`src/rtl/tt_pkg.sv`:
```
package tt_pkg;
    localparam int unsigned TT_STAGES = 2;   // divide-by-two stages
    localparam int unsigned TT_LAG    = 3;   // enables from stop edge to capture
    localparam int unsigned TT_SYNC   = 2;   // synchronizer depth

    typedef enum logic {
        SRC_INT = 1'b0,
        SRC_EXT = 1'b1
    } src_e;
endpackage

```
`src/rtl/tt_tick_src.sv`:
```
module tt_tick_src
    import tt_pkg::*;
#(
    parameter int unsigned SYNC_N = TT_SYNC
) (
    input  logic clk,
    input  logic rst_n,
    input  logic src_sel,
    input  logic ext_clk,
    output logic tick
);
    typedef struct packed {
        logic [SYNC_N:0] hist;
    } src_t;

    src_t src_d, src_q;
    logic ext_edge;

    always_comb begin
        src_d      = src_q;
        src_d.hist = {src_q.hist[SYNC_N-1:0], ext_clk};
        ext_edge   = src_q.hist[SYNC_N-1] & ~src_q.hist[SYNC_N];
        tick       = (src_e'(src_sel) == SRC_EXT) ? ext_edge : 1'b1;
    end

    always_ff @(posedge clk or negedge rst_n) begin
        if (!rst_n) src_q <= '0;
        else        src_q <= src_d;
    end

    // an external edge yields a single tick
    a_r2_ext_single_tick: assert property (@(posedge clk) disable iff (!rst_n)
        (src_sel && tick) |=> !tick);
endmodule

```
`src/rtl/tt_div_chain.sv`:
```
module tt_div_chain #(
    parameter int unsigned STAGES = 2
) (
    input  logic              clk,
    input  logic              rst_n,
    input  logic [STAGES-1:0] div_en,
    input  logic              tick_in,
    output logic              tick_out
);
    typedef struct packed {
        logic [STAGES-1:0] tgl;
    } div_t;

    div_t div_d, div_q;
    logic [STAGES:0] chain;

    assign chain[0] = tick_in;

    for (genvar g = 0; g < STAGES; g++) begin : g_stage
        assign chain[g+1] = div_en[g] ? (chain[g] & div_q.tgl[g]) : chain[g];
    end

    always_comb begin
        div_d = div_q;
        for (int i = 0; i < STAGES; i++) begin
            if (div_en[i] && chain[i]) div_d.tgl[i] = ~div_q.tgl[i];
        end
    end

    assign tick_out = chain[STAGES];

    always_ff @(posedge clk or negedge rst_n) begin
        if (!rst_n) div_q <= '0;
        else        div_q <= div_d;
    end

    // any active divider forbids back-to-back enables
    a_r3_no_adjacent: assert property (@(posedge clk) disable iff (!rst_n)
        ((|div_en) && tick_out) |=> !tick_out);
endmodule

```
`src/rtl/tt_clr_sync.sv`:
```
module tt_clr_sync #(
    parameter int unsigned N = 2
) (
    input  logic clk,
    input  logic rst_n,
    input  logic clr_in,
    output logic clr_s
);
    typedef struct packed {
        logic [N-1:0] sh;
    } sync_t;

    sync_t sync_d, sync_q;

    always_comb begin
        sync_d    = sync_q;
        sync_d.sh = {sync_q.sh[N-2:0], clr_in};
    end

    assign clr_s = sync_q.sh[N-1];

    always_ff @(posedge clk or negedge rst_n) begin
        if (!rst_n) sync_q <= '0;
        else        sync_q <= sync_d;
    end
endmodule

```
`src/rtl/tt_tag_core.sv`:
```
module tt_tag_core #(
    parameter int unsigned W   = 30,
    parameter int unsigned LAG = 3
) (
    input  logic         clk,
    input  logic         rst_n,
    input  logic         en,
    input  logic         clr_s,
    input  logic         stop_in,
    output logic [W-1:0] count,
    output logic [W-1:0] tag,
    output logic         tag_vld
);
    localparam logic [W-1:0] ONE = W'(1);

    typedef struct packed {
        logic [W-1:0]   cnt;
        logic [W-1:0]   tag;
        logic [LAG-1:0] sh;
        logic           stp_prev;
        logic           vld;
    } core_t;

    core_t core_d, core_q;

    always_comb begin
        core_d     = core_q;
        core_d.vld = 1'b0;
        if (en) begin
            core_d.cnt      = clr_s ? '0 : core_q.cnt + ONE;
            core_d.stp_prev = stop_in;
            core_d.sh       = {core_q.sh[LAG-2:0], stop_in & ~core_q.stp_prev};
            if (core_q.sh[LAG-1]) begin
                core_d.tag = core_q.cnt;
                core_d.vld = 1'b1;
            end
        end
    end

    always_ff @(posedge clk or negedge rst_n) begin
        if (!rst_n) core_q <= '0;
        else        core_q <= core_d;
    end

    assign count   = core_q.cnt;
    assign tag     = core_q.tag;
    assign tag_vld = core_q.vld;

    // step by one on an enable without clear
    a_r4_step: assert property (@(posedge clk) disable iff (!rst_n)
        (en && !clr_s) |=> count == $past(count) + ONE);
    // no enable, no change
    a_r4_hold: assert property (@(posedge clk) disable iff (!rst_n)
        !en |=> $stable(count));
    // synchronized clear forces zero
    a_r6_zero: assert property (@(posedge clk) disable iff (!rst_n)
        (en && clr_s) |=> count == '0);
    // a capture only follows an enable
    a_r7_vld_after_en: assert property (@(posedge clk) disable iff (!rst_n)
        tag_vld |-> $past(en));
    // capture pulses never repeat in consecutive cycles
    a_r8_vld_single: assert property (@(posedge clk) disable iff (!rst_n)
        tag_vld |=> !tag_vld);
endmodule

```
`src/rtl/tt_timebase.sv`:
```
module tt_timebase
    import tt_pkg::*;
#(
    parameter int unsigned TAG_W = 30
) (
    input  logic                 clk,
    input  logic                 rst_n,
    input  logic                 src_sel,
    input  logic                 ext_clk,
    input  logic [TT_STAGES-1:0] div_en,
    input  logic                 clr_in,
    input  logic                 stop_in,
    output logic                 samp_en,
    output logic [TAG_W-1:0]     count,
    output logic [TAG_W-1:0]     tag,
    output logic                 tag_vld
);
    logic base_tick;
    logic clr_s;

    tt_tick_src #(.SYNC_N(TT_SYNC)) u_src (
        .clk     (clk),
        .rst_n   (rst_n),
        .src_sel (src_sel),
        .ext_clk (ext_clk),
        .tick    (base_tick)
    );

    tt_div_chain #(.STAGES(TT_STAGES)) u_div (
        .clk      (clk),
        .rst_n    (rst_n),
        .div_en   (div_en),
        .tick_in  (base_tick),
        .tick_out (samp_en)
    );

    tt_clr_sync #(.N(TT_SYNC)) u_clr (
        .clk    (clk),
        .rst_n  (rst_n),
        .clr_in (clr_in),
        .clr_s  (clr_s)
    );

    tt_tag_core #(.W(TAG_W), .LAG(TT_LAG)) u_core (
        .clk     (clk),
        .rst_n   (rst_n),
        .en      (samp_en),
        .clr_s   (clr_s),
        .stop_in (stop_in),
        .count   (count),
        .tag     (tag),
        .tag_vld (tag_vld)
    );

    // internal source with no division enables every cycle
    a_r3_full_rate: assert property (@(posedge clk) disable iff (!rst_n)
        (!src_sel && div_en == '0) |-> samp_en);
endmodule

```
`config.mk`:
```
export PLATFORM = sky130hd
export DESIGN_NAME = tt_timebase
export DESIGN_NICKNAME = d
export VERILOG_FILES = /design/src/rtl/tt_pkg.sv /design/src/rtl/tt_tick_src.sv /design/src/rtl/tt_div_chain.sv /design/src/rtl/tt_clr_sync.sv /design/src/rtl/tt_tag_core.sv /design/src/rtl/tt_timebase.sv
export SDC_FILE = /design/constraint.sdc
export NUM_CORES = 1
export LEC_CHECK = 0
export ABC_AREA = 1
export BUFFER_PORTS_ARGS = -buffer_cell sky130_fd_sc_hd__buf_4
export CAP_MARGIN = 10
export CORE_UTILIZATION = 30
export CTS_CLUSTER_DIAMETER = 150
export DETAILED_ROUTE_END_ITERATION = 12
export PLACE_DENSITY_LB_ADDON = 0.2
export SYNTH_ARGS = -nofsm -noshare
export SYNTH_HDL_FRONTEND = slang
export SYNTH_HIERARCHICAL = 1
export SYNTH_SLANG_ARGS = --single-unit
```
`constraint.sdc`:
```
create_clock -name clk -period 1.7 [get_ports clk]
set_input_delay 0.17 -clock clk [delete_from_list [all_inputs] [get_ports clk]]
set_output_delay 0.17 -clock clk [all_outputs]
set_load 0.05 [all_outputs]
```
## Word level (Yosys, flattened, before mapping)

Index checks and enable logic that the tools add are counted.

- Register bits after elaboration: 72
- Output and inout port bits: 62

- $add $sub $neg: 1
- Multiplexer cells: 6
- Bitwise operators: 8
- Reductions and logical operators: 3

Operator list:

| operator | number |
|---|---|
| 30-bit by 1-bit adder with 30-bit output (second input constant) | 1 |
| 30-bit two-way mux | 1 |
| 1-bit two-way mux | 5 |
| 1-bit bitwise AND | 4 |
| 1-bit inverter | 4 |
| 1-bit logical AND | 2 |
| 2-bit AND reduction | 1 |

## Logic depth before layout (Yosys ltp)

Gate-level depths: netlist (run 1).

- Depth in word-level cells: 8
- Gate-level depth with buffers: 14
- Depth with buffers taken out: 13

## By module

Netlist (run 1), hierarchy kept.

Modules (own cells, without submodules):

| module | times used | cells each | area an instance (µm²) | seq. area each (µm²) |
|---|---|---|---|---|
| tt_tag_core | 1 | 448 | 3,547.2 | 1,626.6 |
| tt_div_chain | 1 | 13 | 107.6 | 50.0 |
| tt_tick_src | 1 | 6 | 86.3 | 75.1 |
| tt_clr_sync | 1 | 2 | 50.0 | 50.0 |

## Worst setup path after synthesis (run 1)

OpenSTA, ideal clock, no wires.

- Kind: flip-flop to flip-flop
- Start: register u_src/src_q[2] (netlist name)
- End: register u_core.core_q (netlist bit u_core/count[23])
- Library setup time: 114 ps
- Data arrival time: 1,936 ps
- Path slack: -350 ps
- Cell stages (with the launch flop): 14
- Buffers on the path: 1
- Cell sequence: dfrtp_1 -> inv_1 -> nand2_1 -> nand2_1 -> nand2_1 -> a21oi_2 -> buf_6 -> nand3_1 -> nor2_2 -> nand2_1 -> nor2_2 -> nand3_1 -> nand2_1 -> nor2_1

- Longest elaborated chain between the ends: 7

Ends and longest elaborated chain:

| item | RTL line | source |
|---|---|---|
| start, declared | tt_tick_src.sv:16 | `src_t src_d, src_q;` |
| start signal, assigned | tt_tick_src.sv:28 | `else src_q <= src_d;` |
| 1-bit inverter * | tt_tick_src.sv:22 | `ext_edge = src_q.hist[SYNC_N-1] & ~src_q.hist[SYNC_N];` |
| 1-bit bitwise AND * | tt_tick_src.sv:22 |  |
| 1-bit two-way mux * | tt_tick_src.sv:23 | `tick = (src_e'(src_sel) == SRC_EXT) ? ext_edge : 1'b1;` |
| named net base_tick | tt_timebase.sv:18 | `logic base_tick;` |
| 1-bit bitwise AND | tt_div_chain.sv:20 | `assign chain[g+1] = div_en[g] ? (chain[g] & div_q.tgl[g]) : chain[g];` |
| 1-bit two-way mux * | tt_div_chain.sv:20 |  |
| 1-bit bitwise AND | tt_div_chain.sv:20 |  |
| 1-bit two-way mux * | tt_div_chain.sv:20 |  |
| named net samp_en | tt_timebase.sv:13 | `output logic samp_en,` |
| end signal, assigned | tt_tag_core.sv:42 | `else core_q <= core_d;` |
| end, declared | tt_tag_core.sv:24 | `core_t core_d, core_q;` |

Mark *: on every way through the listed nets, which the timed path passes. The rest lies on a longest branch.
A chain may end at the register's enable or synchronous reset.

## Final worst setup path (run 1)

- Start: register u_src/src_q[2] (netlist name)
- End: register u_core.core_q (netlist bit u_core/count[18])

- Longest elaborated chain between the ends: 7

Ends and longest elaborated chain:

| item | RTL line |
|---|---|
| 1-bit inverter * | tt_tick_src.sv:22 |
| 1-bit bitwise AND * | tt_tick_src.sv:22 |
| 1-bit two-way mux * | tt_tick_src.sv:23 |
| named net base_tick | tt_timebase.sv:18 |
| 1-bit bitwise AND | tt_div_chain.sv:20 |
| 1-bit two-way mux * | tt_div_chain.sv:20 |
| 1-bit bitwise AND | tt_div_chain.sv:20 |
| 1-bit two-way mux * | tt_div_chain.sv:20 |

Marks and branches as above.

==> flow_metrics.env, run 1 <==
export IMPL_crit_slowest_cell="dfrtp_1"
export IMPL_seq_area_frac_synth_pct=47.5
export IMPL_synthArstFlopShare_pct=100
export IMPL_min_from="stop_in"
export IMPL_cap_violations=0
export IMPL_synth_seq_cells=72
export IMPL_cp_end_kind="register"
export IMPL_min_path_type="in -> reg"
export IMPL_synth_most_common_cell="nand2_1"
export IMPL_worstPathCellList="inv_1 > nand2_1 > nand2_2 > nand2_2 > a21oi_4 > nand3_2 > nor2_4 > nand3_2 > nor2_2 > nand2_1 > nand2_1 > nor2_1"
export IMPL_netlist_cell_type_count=30
export IMPL_synth_warnings=6
export IMPL_placed_area_mm2=0.00421
export IMPL_grt_pass1_vias=2898
export IMPL_grt_pass1_wl_um=15000
export IMPL_hold_depth=3
export IMPL_cts_root_buf="clkbuf_16"
export IMPL_hold_slack_ns=0.0730
export IMPL_reg2reg_slack_ns=-0.01
export IMPL_avgSynthCellArea_um2=8.08
export IMPL_start_util_pct=31.2
export IMPL_final_area_mm2=0.00473
export IMPL_routed_wirelength_um=9280
export IMPL_worst_clock_skew_ns=0.00373
export IMPL_antenna_cells=0
export IMPL_yosys_area_top_type="dfrtp_1"
export IMPL_htreeDepth=3
export IMPL_violations="setup timing"
export IMPL_cts_tree="done"
export IMPL_core_mm2=0.0122
export IMPL_ys_flop_type="dfrtp_1"
export IMPL_cts_buffers=9
export IMPL_die_h_um=114
export IMPL_reg2reg_to="u_core/count[18]"
export IMPL_max_stage_delay_ns=0.36
export IMPL_synth_enable_flop_cells=0
export IMPL_worst_path_max_fanout=5
export IMPL_syn_nets=478
export IMPL_vdd_drop_max_uv=512
export IMPL_period_minus_slack_ns=1.71
export IMPL_leakagePower_nw=2.34
export IMPL_crit_top_cell="nand2_1"
export IMPL_hold_violations=0
export IMPL_yosys_area_top_type_share_pct=47.5
export IMPL_reg2reg_depth=12
export IMPL_grt_antenna_before_repair=0
export IMPL_layout_drive_gt1_share_pct=31.5
export IMPL_wire_per_inst_um=13.7
export IMPL_fin_ws_ns=-0.0118
export IMPL_die_width_um=114
export IMPL_drt_initial_drc_count=103
export IMPL_worstPathArrival_ns=1.94
export IMPL_track_usage_pct=15.1
export IMPL_synth_area_mm2=0.00379
export IMPL_fmax_mhz=584
export IMPL_nets=516
export IMPL_utilization_pct=38.9
export IMPL_cp_required_ns=1.92
export IMPL_clk_latency_ns=0.33
export IMPL_worstMarginPinSlew_ns=0.452
export IMPL_fin_crit_sh_pct=101
export IMPL_startpoint_type="register"
export IMPL_r2r_start="u_src/src_q[2]"
export IMPL_syn2layout_area_growth_pct=24.9
export IMPL_grt_setup_unrepaired="yes"
export IMPL_rows=40
export IMPL_grt_max_degree=35
export IMPL_fillers=1271
export IMPL_drv_slew=0
export IMPL_synthTopCellsByCount="nand2_1, dfrtp_1, buf_4"
export IMPL_die_area_mm2=0.0131
export IMPL_io_pin_count=70
export IMPL_vias_per_cell=4.38
export IMPL_vias=2976
export IMPL_io_buffers=69
export IMPL_synth_area_top_cells="dfrtp_1, nand2_1, buf_4, inv_1, nor2_1"
export IMPL_grt_overflow_total=0
export IMPL_dp_hpwl_um=6800
export IMPL_hold_path_endpoint="u_core/core_q[1]"
export IMPL_ant_nets=0
export IMPL_drc=0
export IMPL_powerDensity_mw_per_mm2=1180
export IMPL_totalNegativeSetupSlack_ns=-0.0175
export IMPL_synthCells=469
export IMPL_routabilityCongestion=0.824
export IMPL_status="complete, but fails checks"
export IMPL_setup_viol=2
export IMPL_dr_pass1_iters=4
export IMPL_worstSetupPathType="reg -> reg"
export IMPL_relSlewSlack_pct=69.9
export IMPL_path_clk_slew_ns=0.05
export IMPL_cts_sinks=72
export IMPL_clockBufferDepth=2
[layout by cell type (no fill, tap or decap), types with 3 or more instances in the layout]
master,Yosys,routed
clkbuf_16,0,10
nor2_2,9,10
dlygate4sd3_1,0,3
nand4_1,4,4
nand3_2,4,8
nand2_1,126,120
buf_12,0,3
inv_1,46,44
nor2_4,2,7
nand2_2,6,10
a21oi_1,17,17
o21ai_1,2,6
clkinv_2,0,3
nor2_1,46,40
buf_4,60,84
buf_6,1,3
dfrtp_1,72,72
o21ai_0,30,24
nor3_1,5,3
nand2_4,2,4
nand3_1,17,11
[routing by layer]
metal	GRT usage [%]	up-vias	part of all wire (%)
met1	20.3	1398	47
li1	-	1499	-
met2	23.2	70	47
met4	5.97	0	1.2
met5	0	-	0
met3	3.81	9	4.5
[final cells by class]
type / instances / area (µm²) / share of cell area (%)
multi-input cells: 281 / 1460 / 30.9
repair inverters: 1 / 5.00 / 0.106
inverters: 48 / 188 / 3.96
clock buffers: 11 / 243 / 5.13
flip-flops and latches: 72 / 1800 / 38.1
clock inverters: 4 / 45.0 / 0.951
repair buffers: 94 / 779 / 16.5
well taps: 168 / 210 / 4.44
[flip-flops by register name, summed over array words and instances, names as in the netlist]
register	flops
u_clr/sync_q	2
u_core/count	30
u_src/src_q	3
u_core/tag_vld	1
u_core/core_q	4
u_div/div_q	2
u_core/tag	30
[worst max-delay path by stage]
stage | start | to | slack (ns) | cells after the start
6_report | u_src/src_q[2] | u_core/count[18] | -0.01 | 12
3_3_place_gp | u_src/src_q[2] | u_core/count[25] | -0.02 | 13
4_1_cts | u_src/src_q[2] | u_core/count[18] | -0.02 | 12
5_1_grt | u_src/src_q[2] | u_core/count[18] | -0.15 | 12
3_5_place_dp | u_src/src_q[2] | u_core/count[18] | -0.04 | 12
2_1_floorplan | u_src/src_q[2] | u_core/count[23] | -0.12 | 13
[where the power goes]
group | leakage (nW) | switching (mW) | internal (mW)
logic | 1.22 | 1.12 | 0.529
registers | 0.976 | 0.152 | 1.95
clock network | 0.145 | 0.691 | 1.16
total | 2.34 | 1.96 | 3.63
[cells by family after synthesis]
group / Yosys count / share of synthesized area, %
fa+ha+maj: 1 / 0.330
xor+xnor: 1 / 0.231
compound gates: 55 / 7.66
flops: 72 / 47.5
simple gates: 224 / 26.5
buf+inv: 116 / 17.7
[per-stage QoR]
stage,std cells,worst slack [ns],total power [mW]
floorplan,469,-0.121,3.38
global placement,650,-0.0191,3.66
detailed placement,650,-0.0428,3.69
CTS,676,-0.0201,5.60
global route,679,-0.150,5.89
finish,679,-0.0118,5.59
[repair_timing]
item                                    4_1_cts  5_1_grt
hold buffers                                  3        0
endpoints found under the setup margin       20       35
cloned                                        0        2
pin swaps                                     6       18
buffers inserted                              8        1
hold endpoints to repair                     32        0
gates resized for setup                       2       28
[worst max-delay path, delay by kind of cell, from the launching register on]
| kind | cells | cell delay, ns |
|---|---|---|
| flops | 1 | 0.36 |
| buf+inv | 1 | 0.05 |
| simple gates | 10 | 1.01 |
| compound gates | 1 | 0.18 |
(Power assumes the default switching activity.)
==> inputs of run 2 (changes only) <==
--- a/config.mk
+++ b/config.mk
@@ -6,7 +6,7 @@
 export NUM_CORES = 1
 export LEC_CHECK = 0
 export ABC_AREA = 1
-export BUFFER_PORTS_ARGS = -buffer_cell sky130_fd_sc_hd__buf_4
+export BUFFER_PORTS_ARGS = -buffer_cell sky130_fd_sc_hd__buf_2
 export CAP_MARGIN = 10
 export CORE_UTILIZATION = 30
 export CTS_CLUSTER_DIAMETER = 150
==> constraint.sdc (replaced) <==
create_clock -name clk -period 1.7 [get_ports clk]
set_input_delay 0.17 -clock clk [delete_from_list [all_inputs] [get_ports clk]]
set_output_delay 0.17 -clock clk [all_outputs]
set_load 0.02 [all_outputs]
==> run 2 against run 1 <==
The run still ends with setup timing left. First-iteration DRC count rose by 23%. Sequential share of layout area increased by 1.5 points. Via count is 1.5% lower. Final area is 3.8% lower. Core utilization shrank 1.5 points. Die area unchanged. Worst setup slack worse by 0.030 ns. Clock-buffer cell count shrank 1. Clock skew increased by 0.0032 ns. Final cell count increased by 0.59%. Fmax fell by 1.7%. Critical path depth fell by 1.
==> flow_metrics.env, run 2 (synthesized netlist as in run 1, its figures left out) <==
export IMPL_status="complete, but fails checks"
export IMPL_violations="setup timing"
export IMPL_final_common_cell="nand2_1"
export IMPL_die_h_um=114
export IMPL_setup_viol=10
export IMPL_worst_clock_skew_ns=0.00695
export IMPL_track_usage_pct=15.0
export IMPL_fmax_mhz=574
export IMPL_routabilityCongestion=0.819
export IMPL_htreeDepth=3
export IMPL_powerDensity_mw_per_mm2=1060
export IMPL_vias_per_cell=4.29
export IMPL_vdd_drop_max_uv=387
export IMPL_nets=523
export IMPL_cts_root_buf="clkbuf_16"
export IMPL_antenna_cells=0
export IMPL_grt_max_degree=39
export IMPL_grt_pass1_wl_um=15000
export IMPL_worstSetupPathType="reg -> reg"
export IMPL_fin_ws_ns=-0.0422
export IMPL_drv_slew=0
export IMPL_relSlewSlack_pct=76.9
export IMPL_clk_latency_ns=0.33
export IMPL_io_buffers=69
export IMPL_rows=40
export IMPL_final_area_mm2=0.00456
export IMPL_start_util_pct=31.2
export IMPL_ant_nets=0
export IMPL_worstPathArrival_ns=1.95
export IMPL_clockBufferDepth=2
export IMPL_startpoint_type="register"
export IMPL_worst_path_max_fanout=6
export IMPL_drt_initial_drc_count=127
export IMPL_min_path_type="in -> reg"
export IMPL_finalPower_mw=4.85
export IMPL_hold_slack_ns=0.0924
export IMPL_drc=0
export IMPL_core_mm2=0.0122
export IMPL_hold_violations=0
export IMPL_layout_common_cells="nand2_1, dfrtp_1, buf_2"
export IMPL_placed_area_mm2=0.00403
export IMPL_dr_pass1_iters=4
export IMPL_worstMarginPinSlew_ns=0.345
export IMPL_cts_sinks=72
export IMPL_vias=2932
export IMPL_grt_pass1_vias=2888
export IMPL_cts_tree="done"
export IMPL_cap_violations=0
export IMPL_cts_buffers=9
export IMPL_leakagePower_nw=2.35
export IMPL_io_pin_count=70
export IMPL_path_clk_slew_ns=0.05
export IMPL_grt_antenna_before_repair=0
export IMPL_syn2layout_area_growth_pct=20.2
export IMPL_layout_drive_gt1_share_pct=31.1
export IMPL_grt_overflow_total=0
export IMPL_wire_per_inst_um=13.2
export IMPL_dp_hpwl_um=6780
export IMPL_die_area_mm2=0.0131
export IMPL_grt_setup_unrepaired="yes"
export IMPL_period_minus_slack_ns=1.74
export IMPL_fin_crit_sh_pct=102
export IMPL_die_width_um=114
export IMPL_cp_end_kind="register"
export IMPL_routed_wirelength_um=9010
export IMPL_cp_required_ns=1.91
export IMPL_totalNegativeSetupSlack_ns=-0.248
## run 2: cell types whose count changed in the layout (fill, tap and decap cells not counted), sizes merged
cell      previous run  this run
buf                 90        99
clkbuf              12        10
bufinv               1         0
inv                 46        47
clkinvlp             3         0
## run 2: cell type report
type | count | area [µm²]
fill | 1275 | 7610
sequential | 72 | 1800
multi-input combinational | 281 | 1460
timing repair buffer | 102 | 656
clock buffer | 10 | 239
tap | 168 | 210
inverter | 48 | 181
clock inverter | 2 | 10.0
## run 2: metrics by stage
stage | utilization [%] | worst slack (ns) | instances
after global placement | 33.1 | -0.0629 | 656
after global routing | 37.5 | -0.175 | 683
after detailed placement | 33.1 | -0.0958 | 656
final | 37.5 | -0.0422 | 683
after CTS | 36.4 | -0.0856 | 679
after floorplan | - | 0.00220 | 469
## run 2: critical path, cell delays in order (launching register included)
cell     delay (ns)
dfrtp_1        0.35
inv_1          0.04
nand2_1        0.05
nand2_2        0.07
nand2_2        0.06
a21oi_4        0.24
nand3_2        0.15
nor2_4         0.22
buf_4          0.15
nand3_1        0.08
o21ai_0        0.16
a21oi_1        0.05
## run 2: path summary, 6_finish.rpt
kind | cells after the start | endpoint | start | slack (ns)
max | 11 | u_core/count[12] | u_src/src_q[2] | -0.04
min | 3 | u_core/core_q[1] | stop_in | 0.09
max reg2reg | 11 | u_core/count[12] | u_src/src_q[2] | -0.04
min reg2reg | 0 | u_src/src_q[1] | u_src/src_q[0] | 0.36
max in group asynchronous | 3 | u_core/tag[5] | rst_n | 0.91
min in group asynchronous | 2 | u_core/count[18] | rst_n | 0.23
## run 2: what timing repair did
action                     CTS  global route
setup endpoints to repair   19            57
setup buffers                8             4
gates resized for setup     15            25
hold buffers                 3             0
hold endpoints to repair    51             0
pin swaps                    9            14
## run 2: power by group
group | total, mW | switching, mW | internal, mW
sequential | 2.08 | 0.134 | 1.95
clock | 1.64 | 0.654 | 0.987
combinational | 1.13 | 0.717 | 0.410
## run 2: per-layer routing
metal | track usage (%) | vias up | routed length, µm | part of all wire, %
li1 | - | 1501 | - | -
met1 | 19.3 | 1361 | 4120 | 46
met2 | 24.0 | 53 | 4240 | 47
met3 | 3.86 | 17 | 431 | 4.8
met4 | 6.49 | 0 | 217 | 2.4
met5 | 0 | - | 0 | 0
==> inputs of run 3 (changes only) <==
--- a/config.mk
+++ b/config.mk
@@ -6,7 +6,7 @@
 export NUM_CORES = 1
 export LEC_CHECK = 0
 export ABC_AREA = 1
-export BUFFER_PORTS_ARGS = -buffer_cell sky130_fd_sc_hd__buf_2
+export BUFFER_PORTS_ARGS = -buffer_cell sky130_fd_sc_hd__clkbuf_2
 export CAP_MARGIN = 10
 export CORE_UTILIZATION = 30
 export CTS_CLUSTER_DIAMETER = 150
==> run 3 against run 2 <==
The run still ends with setup timing left. Global-route usage fell by 0.095 points. Clock-buffer cell count grew 3. Worst hold slack worse by 0.023 ns. Critical path type unchanged. Largest power group unchanged.
==> flow_metrics.env, run 3 (synthesized netlist as in run 1, its figures left out) <==
export IMPL_status="complete, but fails checks"
export IMPL_violations="setup timing"
export IMPL_grt_pass1_vias=2872
export IMPL_cp_required_ns=1.92
export IMPL_die_area_mm2=0.0131
export IMPL_worstMarginPinSlew_ns=0.623
export IMPL_regArea_mm2=0.00180
export IMPL_io_buffers=69
export IMPL_grt_max_degree=45
export IMPL_fin_ws_ns=-0.0464
export IMPL_hold_depth=3
export IMPL_dr_pass1_iters=5
export IMPL_wire_per_inst_um=14.5
export IMPL_vdd_drop_max_uv=484
export IMPL_multi_input_area_mm2=0.00145
export IMPL_final_area_mm2=0.00460
export IMPL_cts_tree="done"
export IMPL_worstSetupPathType="reg -> reg"
export IMPL_startpoint_type="register"
export IMPL_leakagePower_nw=2.33
export IMPL_crit_family="simple AND/OR/NAND/NOR gates"
export IMPL_path_clk_slew_ns=0.06
export IMPL_die_width_um=114
export IMPL_final_common_cell="nand2_1"
export IMPL_htreeDepth=3
export IMPL_vias=3001
export IMPL_cts_root_buf="clkbuf_16"
export IMPL_fmax_mhz=573
export IMPL_layout_drive_gt1_share_pct=30.7
export IMPL_grt_overflow_total=0
export IMPL_min_path_type="in -> reg"
export IMPL_clockBufferDepth=2
export IMPL_die_h_um=114
export IMPL_drt_initial_drc_count=102
export IMPL_hold_path_endpoint="u_core/core_q[1]"
export IMPL_drv_slew=0
export IMPL_fin_crit_sh_pct=103
export IMPL_totalNegativeSetupSlack_ns=-0.0970
export IMPL_cp_end_kind="register"
export IMPL_layout_common_cells="nand2_1, dfrtp_1, clkbuf_2"
export IMPL_worst_clock_skew_ns=0.00514
export IMPL_io_pin_count=70
export IMPL_cap_violations=0
export IMPL_rows=40
export IMPL_fillers=1277
export IMPL_ant_nets=0
export IMPL_worstPathArrival_ns=1.96
export IMPL_crit_buf_inv=1
export IMPL_reg2reg_depth=12
export IMPL_grt_pass1_wl_um=14800
export IMPL_nets=518
export IMPL_min_from="stop_in"
export IMPL_start_util_pct=31.2
export IMPL_finalPower_mw=5.20
export IMPL_powerDensity_mw_per_mm2=1130
export IMPL_antenna_cells=0
export IMPL_r2r_start="u_src/src_q[2]"
export IMPL_reg2reg_to="u_core/count[20]"
export IMPL_syn2layout_area_growth_pct=21.5
export IMPL_vias_per_cell=4.42
export IMPL_setup_viol=5
export IMPL_grt_antenna_before_repair=0
export IMPL_drc=0
export IMPL_hold_slack_ns=0.0691
export IMPL_hold_violations=0
export IMPL_dp_hpwl_um=6620
export IMPL_relSlewSlack_pct=58.4
export IMPL_utilization_pct=37.9
export IMPL_routed_wirelength_um=9880
export IMPL_crit_slowest_cell="dfrtp_1"
export IMPL_period_minus_slack_ns=1.75
export IMPL_reg2reg_slack_ns=-0.05
export IMPL_cts_sinks=72
export IMPL_cts_buffers=9
export IMPL_clk_latency_ns=0.33
export IMPL_worstPathCellList="inv_1 > nand2_1 > nand2_2 > nand2_2 > a21oi_4 > nand3_2 > nor2_4 > nand2_4 > nor2_8 > nand3_2 > nand2_1 > nor2_1"
export IMPL_grt_setup_unrepaired="yes"
export IMPL_worst_path_max_fanout=6
export IMPL_track_usage_pct=14.9
export IMPL_core_mm2=0.0122
export IMPL_routabilityCongestion=0.821
export IMPL_max_stage_delay_ns=0.35
export IMPL_placed_area_mm2=0.00403
## run 3: stage by stage
step                setup slack, ns  cells
finish                      -0.0464    679
floorplan                   0.00220    469
global placement            -0.0874    654
CTS                         -0.0112    672
detailed placement           -0.118    654
global route                 -0.165    679
## run 3: worst max-delay path by stage
stage / depth (start not counted) / end / from / slack [ns]
3_5_place_dp: 12 / u_core/count[18] / u_src/src_q[2] / -0.12
4_1_cts: 12 / u_core/count[18] / u_src/src_q[2] / -0.01
2_1_floorplan: 13 / u_core/count[23] / u_src/src_q[2] / 0.002
6_report: 12 / u_core/count[20] / u_src/src_q[2] / -0.05
3_3_place_gp: 12 / u_core/count[18] / u_src/src_q[2] / -0.09
5_1_grt: 12 / u_core/count[24] / u_src/src_q[2] / -0.16
## run 3: worst register-to-register path: stages, from the launching register on
cell and delay [ns]:
dfrtp_1 0.35, inv_1 0.05, nand2_1 0.05, nand2_2 0.07, nand2_2 0.07, a21oi_4 0.19, nand3_2 0.13, nor2_4 0.25
nand2_4 0.12, nor2_8 0.17, nand3_2 0.08, nand2_1 0.08, nor2_1 0.04
## run 3: final cells by class
class                           count  area share (%)
Clock buffer                       13            6.09
Multi-Input combinational cell    281            31.5
Sequential cell                    72            39.1
Inverter                           48            3.94
Tap cell                          168            4.57
Timing Repair Buffer               97            14.7
## run 3: where the power goes
group / switching [mW] / internal [mW]
clock: 0.687 / 1.12
sequential: 0.160 / 1.95
combinational: 0.797 / 0.484
## run 3: repair_timing
item / 4_1_cts / 5_1_grt
resized for setup: 5 / 39
endpoints found under the setup margin: 15 / 53
pin swaps: 0 / 10
cloned: 0 / 4
hold buffers: 3 / 0
buffers inserted: 2 / 3
endpoints found under the hold margin: 45 / 0
## run 3: layer usage
metal	global-route usage (%)	routed length [µm]
met1	19.3	4480
met2	24.3	4900
met3	3.71	400
met4	5.45	97
met5	0	0
